[config.mk]
export PLATFORM = sky130hd
export DESIGN_NAME = elem_loop_seq
export DESIGN_NICKNAME = d
export VERILOG_FILES = /design/src/rtl/elem_loop_pkg.sv /design/src/rtl/vlen_reg.sv /design/src/rtl/issue_ctrl.sv /design/src/rtl/carry_spr.sv /design/src/rtl/elem_loop_seq.sv
export SDC_FILE = /design/constraint.sdc
export NUM_CORES = 1
export LEC_CHECK = 0
export BUFFER_PORTS_ARGS = -buffer_cell sky130_fd_sc_hd__buf_2
export CORE_MARGIN = 5
export CORE_UTILIZATION = 40
export CTS_CLUSTER_SIZE = 16
export DETAILED_ROUTE_END_ITERATION = 8
export GPL_ROUTABILITY_DRIVEN = 0
export PLACE_DENSITY = 0.67
export SLEW_MARGIN = 15
export SYNTH_ARGS = -nofsm -noshare
export SYNTH_HDL_FRONTEND = slang
export SYNTH_HIERARCHICAL = 1
export SYNTH_SLANG_ARGS = --single-unit
export TNS_END_PERCENT = 10
[constraint.sdc]
create_clock -name clk -period 1.7 [get_ports clk]
set_input_delay 0.17 -clock clk [delete_from_list [all_inputs] [get_ports clk]]
set_output_delay 0.17 -clock clk [all_outputs]
set_load 0.01 [all_outputs]
[src/rtl/elem_loop_pkg.sv]
package elem_loop_pkg;
    localparam int REG_W   = 5;
    localparam int OP_W    = 6;
    localparam int MAX_VL  = 8;
    localparam int IDX_W   = $clog2(MAX_VL);
    localparam int VL_W    = $clog2(MAX_VL + 1);
    localparam int CR_W    = 3;
    localparam logic [CR_W-1:0] CR_LOOP   = 3'd6;
    localparam logic [CR_W-1:0] CR_SCALAR = 3'd0;

    typedef struct packed {
        logic [OP_W-1:0]  op;
        logic [REG_W-1:0] rd;
        logic [REG_W-1:0] ra;
        logic [REG_W-1:0] rb;
        logic             rc;
        logic             cy;
    } instr_t;

    typedef struct packed {
        logic             busy;
        logic [IDX_W-1:0] idx;
        logic [IDX_W-1:0] last;
        instr_t           ins;
    } seq_state_t;
endpackage

[src/rtl/vlen_reg.sv]
module vlen_reg
    import elem_loop_pkg::*;
(
    input  logic             clk,
    input  logic             rst,
    input  logic             wr_en,
    input  logic [IDX_W-1:0] wr_data,
    output logic [IDX_W-1:0] len_m1,
    output logic [VL_W-1:0]  vlen_o
);
    logic [IDX_W-1:0] m1_d, m1_q;

    always_comb begin
        m1_d = m1_q;
        if (wr_en) begin
            m1_d = wr_data;
        end
    end

    always_ff @(posedge clk) begin
        if (rst) begin
            m1_q <= '0;
        end else begin
            m1_q <= m1_d;
        end
    end

    assign len_m1 = m1_q;
    assign vlen_o = VL_W'(m1_q) + VL_W'(1);


    vl_write_chk: assert property (@(posedge clk) disable iff (rst)
        wr_en |=> vlen_o == VL_W'($past(wr_data)) + VL_W'(1));
endmodule

[src/rtl/issue_ctrl.sv]
module issue_ctrl
    import elem_loop_pkg::*;
(
    input  logic             clk,
    input  logic             rst,
    input  logic [IDX_W-1:0] len_m1,
    input  logic             in_valid,
    output logic             in_ready,
    input  instr_t           in_ins,
    output logic             out_valid,
    input  logic             out_ready,
    output instr_t           out_ins,
    output logic [IDX_W-1:0] out_idx,
    output logic             out_last,
    output logic             looping
);
    seq_state_t s_d, s_q;
    logic accept, take, at_end;

    always_comb begin
        s_d    = s_q;
        accept = in_valid && !s_q.busy;
        take   = s_q.busy && out_ready;
        at_end = (s_q.idx == s_q.last);
        if (accept) begin
            s_d.busy = 1'b1;
            s_d.idx  = '0;
            s_d.last = len_m1;
            s_d.ins  = in_ins;
        end else if (take) begin
            if (at_end) begin
                s_d.busy = 1'b0;
                s_d.idx  = '0;
            end else begin
                s_d.idx = s_q.idx + IDX_W'(1);
            end
        end
    end

    always_ff @(posedge clk) begin
        if (rst) begin
            s_q <= '0;
        end else begin
            s_q <= s_d;
        end
    end

    assign in_ready  = !s_q.busy;
    assign out_valid = s_q.busy;
    assign out_ins   = s_q.ins;
    assign out_idx   = s_q.idx;
    assign out_last  = s_q.busy && at_end;
    assign looping   = (s_q.last != '0);


    first_elem_chk: assert property (@(posedge clk) disable iff (rst)
        (in_valid && in_ready) |=> (out_valid && out_idx == '0));


    ready_return_chk: assert property (@(posedge clk) disable iff (rst)
        (out_valid && out_ready && out_last) |=> in_ready);


    stall_hold_chk: assert property (@(posedge clk) disable iff (rst)
        (out_valid && !out_ready) |=> (out_valid && $stable(out_idx) && $stable(out_ins)));
endmodule

[src/rtl/carry_spr.sv]
module carry_spr
    import elem_loop_pkg::*;
(
    input  logic              clk,
    input  logic              rst,
    input  logic              upd_en,
    input  logic [IDX_W-1:0]  upd_idx,
    input  logic              upd_val,
    input  logic              wr_en,
    input  logic [MAX_VL-1:0] wr_data,
    output logic [MAX_VL-1:0] vec
);
    logic [MAX_VL-1:0] vec_d, vec_q;

    for (genvar b = 0; b < MAX_VL; b++) begin : g_bit
        always_comb begin
            vec_d[b] = vec_q[b];
            if (wr_en) begin
                vec_d[b] = wr_data[b];
            end else if (upd_en && upd_idx == IDX_W'(b)) begin
                vec_d[b] = upd_val;
            end
        end
    end

    always_ff @(posedge clk) begin
        if (rst) begin
            vec_q <= '0;
        end else begin
            vec_q <= vec_d;
        end
    end

    assign vec = vec_q;


    spr_write_chk: assert property (@(posedge clk) disable iff (rst)
        wr_en |=> vec == $past(wr_data));


    bit_update_chk: assert property (@(posedge clk) disable iff (rst)
        (upd_en && !wr_en) |=> vec[$past(upd_idx)] == $past(upd_val));
endmodule

[src/rtl/elem_loop_seq.sv]
module elem_loop_seq
    import elem_loop_pkg::*;
(
    input  logic              clk,
    input  logic              rst,
    input  logic              vl_wr_en,
    input  logic [IDX_W-1:0]  vl_wr_data,
    output logic [VL_W-1:0]   vlen_o,
    input  logic              in_valid,
    output logic              in_ready,
    input  logic [OP_W-1:0]   in_opcode,
    input  logic [REG_W-1:0]  in_rd,
    input  logic [REG_W-1:0]  in_ra,
    input  logic [REG_W-1:0]  in_rb,
    input  logic              in_rc,
    input  logic              in_cy,
    output logic              out_valid,
    input  logic              out_ready,
    output logic [OP_W-1:0]   out_opcode,
    output logic [REG_W-1:0]  out_rd,
    output logic [REG_W-1:0]  out_ra,
    output logic [REG_W-1:0]  out_rb,
    output logic              out_rc,
    output logic              out_cy,
    output logic [IDX_W-1:0]  out_elem,
    output logic              out_last,
    output logic [CR_W-1:0]   out_cr_field,
    output logic              out_carry_in,
    input  logic              cy_upd_en,
    input  logic [IDX_W-1:0]  cy_upd_idx,
    input  logic              cy_upd_val,
    input  logic              spr_wr_en,
    input  logic [MAX_VL-1:0] spr_wr_data,
    output logic [MAX_VL-1:0] spr_rd_data
);
    logic [IDX_W-1:0] len_m1;
    instr_t           in_ins, cur_ins;
    logic             looping;

    assign in_ins = '{op: in_opcode, rd: in_rd, ra: in_ra, rb: in_rb, rc: in_rc, cy: in_cy};

    vlen_reg u_vlen (
        .clk     (clk),
        .rst     (rst),
        .wr_en   (vl_wr_en),
        .wr_data (vl_wr_data),
        .len_m1  (len_m1),
        .vlen_o  (vlen_o)
    );

    issue_ctrl u_ctrl (
        .clk       (clk),
        .rst       (rst),
        .len_m1    (len_m1),
        .in_valid  (in_valid),
        .in_ready  (in_ready),
        .in_ins    (in_ins),
        .out_valid (out_valid),
        .out_ready (out_ready),
        .out_ins   (cur_ins),
        .out_idx   (out_elem),
        .out_last  (out_last),
        .looping   (looping)
    );

    carry_spr u_carry (
        .clk     (clk),
        .rst     (rst),
        .upd_en  (cy_upd_en),
        .upd_idx (cy_upd_idx),
        .upd_val (cy_upd_val),
        .wr_en   (spr_wr_en),
        .wr_data (spr_wr_data),
        .vec     (spr_rd_data)
    );

    assign out_opcode   = cur_ins.op;
    assign out_rd       = cur_ins.rd + REG_W'(out_elem);
    assign out_ra       = cur_ins.ra + REG_W'(out_elem);
    assign out_rb       = cur_ins.rb + REG_W'(out_elem);
    assign out_rc       = cur_ins.rc;
    assign out_cy       = cur_ins.cy;
    assign out_cr_field = looping ? CR_LOOP : CR_SCALAR;
    assign out_carry_in = spr_rd_data[out_elem];


    reg_step_chk: assert property (@(posedge clk) disable iff (rst)
        (out_valid && out_ready && !out_last) |=>
            (out_rd == $past(out_rd) + REG_W'(1) && out_ra == $past(out_ra) + REG_W'(1)));


    loop_field_chk: assert property (@(posedge clk) disable iff (rst)
        (out_valid && out_elem != '0) |-> out_cr_field == CR_LOOP);
endmodule

---- Word-level counts from Yosys, hierarchy flattened ----
Index checks and enable logic that the tools add are counted.
cells by class
  equal/unequal tests ..................... 8
  reduce and logical (&&, ||, !) cells .... 26
  order comparisons ....................... 1
  add/sub/neg operators ................... 5
  muxes and demuxes ....................... 23
operator list
  kind                                                         number
  nonzero test 2 bit                                           10
  two-way mux 1 bit                                            18
  adder 5 x 3 -> 5 bit                                         3
  == test 3 bit (second input constant)                        4
  logical AND 1 bit                                            11
  two-way mux 4 bit                                            2
  == test 3 x 2 -> 1 bit (second input constant)               2
  two-way mux 3 bit                                            2
  adder 3 x 1 -> 4 bit (second input constant)                 1
  less-than comparator 3 x 4 -> 1 bit (second input constant)  1
  adder 3 x 1 -> 3 bit (second input constant)                 1
  binary-select mux 1 bit (select 3 bit)                       1
  == test 3 x 1 -> 1 bit (second input constant)               1
  == test 3 bit                                                1
  logical NOT 3 bit                                            1
  nonzero test 3 bit                                           1
  AND reduction 2 bit                                          1
  OR reduction 2 bit                                           1
  logical NOT 1 bit                                            1
word-level totals
  bits in registers ....................... 41

---- Logic depth before layout (Yosys ltp) ----
  depth in word-level cells ............... 4
  depth in mapped cells ................... 7

---- Modules after synthesis ----
The synthesis kept the hierarchy.
by module, submodules not included
  module         area each (um^2)  seq. area each (um^2)  times used  cells an instance
  issue_ctrl     1,335.0           600.6                  1           168
  elem_loop_seq  439.2             0.0                    1           49
  carry_spr      431.7             160.2                  1           43
  vlen_reg       132.6             60.1                   1           13

---- Least setup slack after synthesis ----
No wires, ideal clock.
  path type ............................... reg2out
  from .................................... register u_ctrl.s_q (netlist bit u_ctrl/out_idx[0])
  to ...................................... output port out_rd[4]
  data arrival time ....................... 1.579 ns
  path slack .............................. -0.049 ns
  buffers on the path ..................... 1
  required time ........................... 1.530 ns
  stages on the path, launching flop included .. 8
  cell sequence ........................... dfxtp_1 buf_4 ha_1 inv_1 fa_1 nor2b_1 o21ai_0 xnor2_1
on the way
  cells in the longest elaborated chain, start to end .. 1
ends and longest elaborated chain
  item                    line                 text
  start, declared         issue_ctrl.sv:17     seq_state_t s_d, s_q;
  start signal, assigned  issue_ctrl.sv:42     s_q <= '0;
  start signal, assigned  issue_ctrl.sv:44     s_q <= s_d;
  adder 5 x 3 -> 5 bit    elem_loop_seq.sv:78  assign out_rd = cur_ins.rd + REG_W'(out_elem);
  end, declared           elem_loop_seq.sv:20  output logic [REG_W-1:0] out_rd,
Every way passes these cells.

---- Worst setup path after layout ----
  from .................................... register u_ctrl.s_q (netlist bit u_ctrl/out_idx[0])
  to ...................................... output port out_rb[4]
on the way
  cells in the longest elaborated chain, start to end .. 1
ends and longest elaborated chain
  item                  line                 text
  adder 5 x 3 -> 5 bit  elem_loop_seq.sv:80  assign out_rb = cur_ins.rb + REG_W'(out_elem);
  end, declared         elem_loop_seq.sv:22  output logic [REG_W-1:0] out_rb,
Every way passes these cells.

==> impl_metrics.env <==
export IMPL_status="finished, violations left"
export IMPL_violations="negative setup slack"
export IMPL_rrSetupSlack_ps=200
export IMPL_cpPeakStageDelay_ps=370
export IMPL_synth_distinct_cells=37
export IMPL_drt_first_pass_iters=4
export IMPL_post_drt_wl_per_cell_um=13.8
export IMPL_min_from="in_rd[1]"
export IMPL_maxSlewViolCount=0
export IMPL_root_buffer="clkbuf_8"
export IMPL_hpwl_um=4240
export IMPL_syn_nets=332
export IMPL_ant_nets=0
export IMPL_dpl_cell_area_um2=2680
export IMPL_cts_sinks=41
export IMPL_crit_type="register to primary output"
export IMPL_fin_ws_ps=-189
export IMPL_drive_above_1_share=0.383
export IMPL_async_flop_share=0
export IMPL_whs_ps=112
export IMPL_grt_busiest_layer="met2"
export IMPL_setup_viol=7
export IMPL_synth_edf_count=0
export IMPL_synthTopCellsByCount="nand2_1, dfxtp_1, a21oi_1"
export IMPL_reg2reg_from="u_ctrl/out_idx[1]$_SDFFE_PP0P_"
export IMPL_cp_end_kind="primary output"
export IMPL_fin_crit_sh=1.11
export IMPL_synthFlopType="dfxtp_1"
export IMPL_skew_ps=5.45
export IMPL_via_count=1995
export IMPL_hold_path_class="input pin to register"
export IMPL_die_area_um2=7480
export IMPL_drtIter0Drc=73
export IMPL_crit_chain="ha_2 > fa_2 > a21o_1 > nand2_1 > xnor2_1 > buf_2"
export IMPL_yosysWarnings=6
export IMPL_critPathBufInv=1
export IMPL_grtUsageTotal=0.157
export IMPL_powerDensity_nw_per_um2=710
export IMPL_reg2regPathDepth=5
export IMPL_hold_violations=0
export IMPL_synthCells=273
export IMPL_area_growth_syn_to_layout_pct=21.8
export IMPL_cpLargestDelayFamily="adder cells"
export IMPL_grt_overflow=0
export IMPL_insertion_delay_ps=290
export IMPL_use_met3=0.0504
export IMPL_holdPathEnd="u_ctrl/out_ins[13]$_SDFFE_PP0P_"
export IMPL_fillers=579
export IMPL_core_area_um2=5610
export IMPL_grt_pass1_vias=2018
export IMPL_netlist_area_um2=2340
export IMPL_start_util=0.417
export IMPL_htreeDepth=2
export IMPL_grt_max_degree=27
export IMPL_utilization=0.508
export IMPL_cts_tree="built"
export IMPL_whs_path_depth=3
export IMPL_clockBufferDepth=2
export IMPL_worst_ir_drop_vdd_uv=347
export IMPL_max_clock_freq_ghz=0.529
export IMPL_grtUsageMet1=0.188
export IMPL_synth_top_cell_area_share=0.351
export IMPL_row_count=27
export IMPL_start_kind="register"
export IMPL_power_leakage_nw=1.38
export IMPL_cts_buffers=5
export IMPL_synth_seq_cells=41
export IMPL_route_detailed_drc=0
export IMPL_io_buffer_count=88
export IMPL_cp_depth=6
export IMPL_fin_tns_setup_ps=-885
export IMPL_cpMaxStageDelayCell="dfxtp_4"
export IMPL_hold_buffers=0
export IMPL_synthTopCellsByArea="dfxtp_1, nand2_1, buf_4"
export IMPL_slew_headroom=0.644
export IMPL_r2r_end="u_ctrl/out_valid$_SDFFE_PP0P_"
export IMPL_drv_cap=0
export IMPL_die_y_um=86.5
export IMPL_wl_um=5680
export IMPL_cp_data_required_time_ps=1530
export IMPL_yosysMostFrequentCell="nand2_1"
export IMPL_cts_reportedPaths_clkPinSlew_ps=70
export IMPL_num_antenna_cells=0
export IMPL_use_met2=0.267
export IMPL_viasPerCell=4.85
export IMPL_finalCriticalPeriod_ps=1890
export IMPL_num_io_pins=90
export IMPL_synth_area_per_cell_um2=8.57
export IMPL_critPathArrivalTime_ps=1720
export IMPL_antenna_found_initial=0
export IMPL_rsz0062_at_grt="yes"
export IMPL_worstMarginPinSlew_ps=531
export IMPL_yosysTopAreaCell="dfxtp_1"
export IMPL_fin_area_um2=2850
export IMPL_grt_pass1_wl_um=9360
export IMPL_nets=399
export IMPL_ys_seq_area_frac=0.351
export IMPL_die_w_um=86.5
export IMPL_crit_fanout=4
==> layout by cell type, fill, tap and decap left out, types with 2 or more instances in the layout <==
cell type and instances:
buf_4 10, mux2i_1 3, and4bb_1 2, nor3_1 9, buf_6 3, ha_4 3, inv_1 6, nor2b_1 9
mux4_1 2, nor4_1 3, a2111oi_1 7, dfxtp_2 4, nand2_1 60, xor2_1 5, inv_2 4, buf_2 86
and4b_1 3, dfxtp_1 36, ha_1 7, nand2b_1 2, xnor2_1 7, clkbuf_8 5, o21ai_1 2, fa_2 3
nor2_1 5, a21oi_2 3, a21oi_1 28, a21o_1 4
==> worst reg2reg max path, stage by stage, from the launching register on <==
cell	delay (ps)
dfxtp_2	340
buf_4	140
buf_4	160
xor2_1	170
nor4_1	450
nor3_1	110
==> how the worst max path moves through the flow <==
stage	start	endpoint
2_1_floorplan	u_ctrl/out_idx[0]$_SDFFE_PP0P_	out_rd[4]
3_3_place_gp	u_ctrl/out_idx[0]$_SDFFE_PP0P_	out_rd[4]
3_5_place_dp	u_ctrl/out_idx[0]$_SDFFE_PP0P_	out_rd[4]
4_1_cts	u_ctrl/out_idx[0]$_SDFFE_PP0P_	out_rb[4]
5_1_grt	u_ctrl/out_idx[0]$_SDFFE_PP0P_	out_ra[4]
6_report	u_ctrl/out_idx[0]$_SDFFE_PP0P_	out_rb[4]
==> stage by stage <==
step | setup WS [ps] | std cells | total power, W
after CTS | -193 | 411 | 0.00205
after global routing | -295 | 411 | 0.00216
after floorplan | 6.84 | 273 | 0.00134
after detailed placement | 34.1 | 404 | 0.00146
after global placement | 65.9 | 404 | 0.00145
final | -189 | 411 | 0.00202
==> logic make-up (layout without fill, tap and decap cells) <==
kind of cell / Yosys count / count (layout) / synth area share
and+or+nand+nor: 102 / 102 / 0.220
buffers and inverters: 49 / 115 / 0.131
AOI/OAI and AO/OA: 48 / 48 / 0.128
DFF: 41 / 41 / 0.351
adders and majority gates: 14 / 14 / 0.0845
xor gates and xnor gates: 13 / 13 / 0.0487
muxes: 5 / 5 / 0.0353
other: 1 / 1 / 0.00160
==> flip-flops by register name, summed over array words and instances (netlist names) <==
register,cells
u_ctrl/out_ins,23
u_carry/vec,8
u_ctrl/out_idx,3
u_ctrl/s_q,3
u_vlen/len_m1,3
u_ctrl/out_valid,1
==> report_power, final <==
part	total, W	internal (W)	switching (W)	leakage (nW)
clock	0.000583	0.000270	0.000313	0.0399
combinational	0.000380	0.000175	0.000205	0.997
sequential	0.00106	0.00102	0.0000453	0.340
total	0.00202	0.00146	0.000563	1.38
==> cell type report <==
cell class	instances	area [µm²]	area share
Clock buffer	5	68.8	0.0242
Clock inverter	1	5.00	0.00176
Inverter	10	37.5	0.0132
Multi-Input combinational cell	183	1280	0.449
Sequential cell	41	830	0.291
Tap cell	72	90.1	0.0316
Timing Repair Buffer	99	539	0.189
==> repair_timing <==
item / in CTS / in global routing
gates cloned: 0 / 0
gates resized for setup: 18 / 9
setup endpoints to repair: 10 / 14
buffers inserted: 1 / 0
pin swaps: 11 / 5
==> layer usage <==
| metal | vias to the layer above | share of wire |
|---|---|---|
| li1 | 1037 | - |
| met1 | 903 | 0.43 |
| met2 | 49 | 0.50 |
| met3 | 6 | 0.062 |
| met4 | 0 | 0.0083 |
| met5 | - | 0 |
Power figures use the tool's default switching activity.
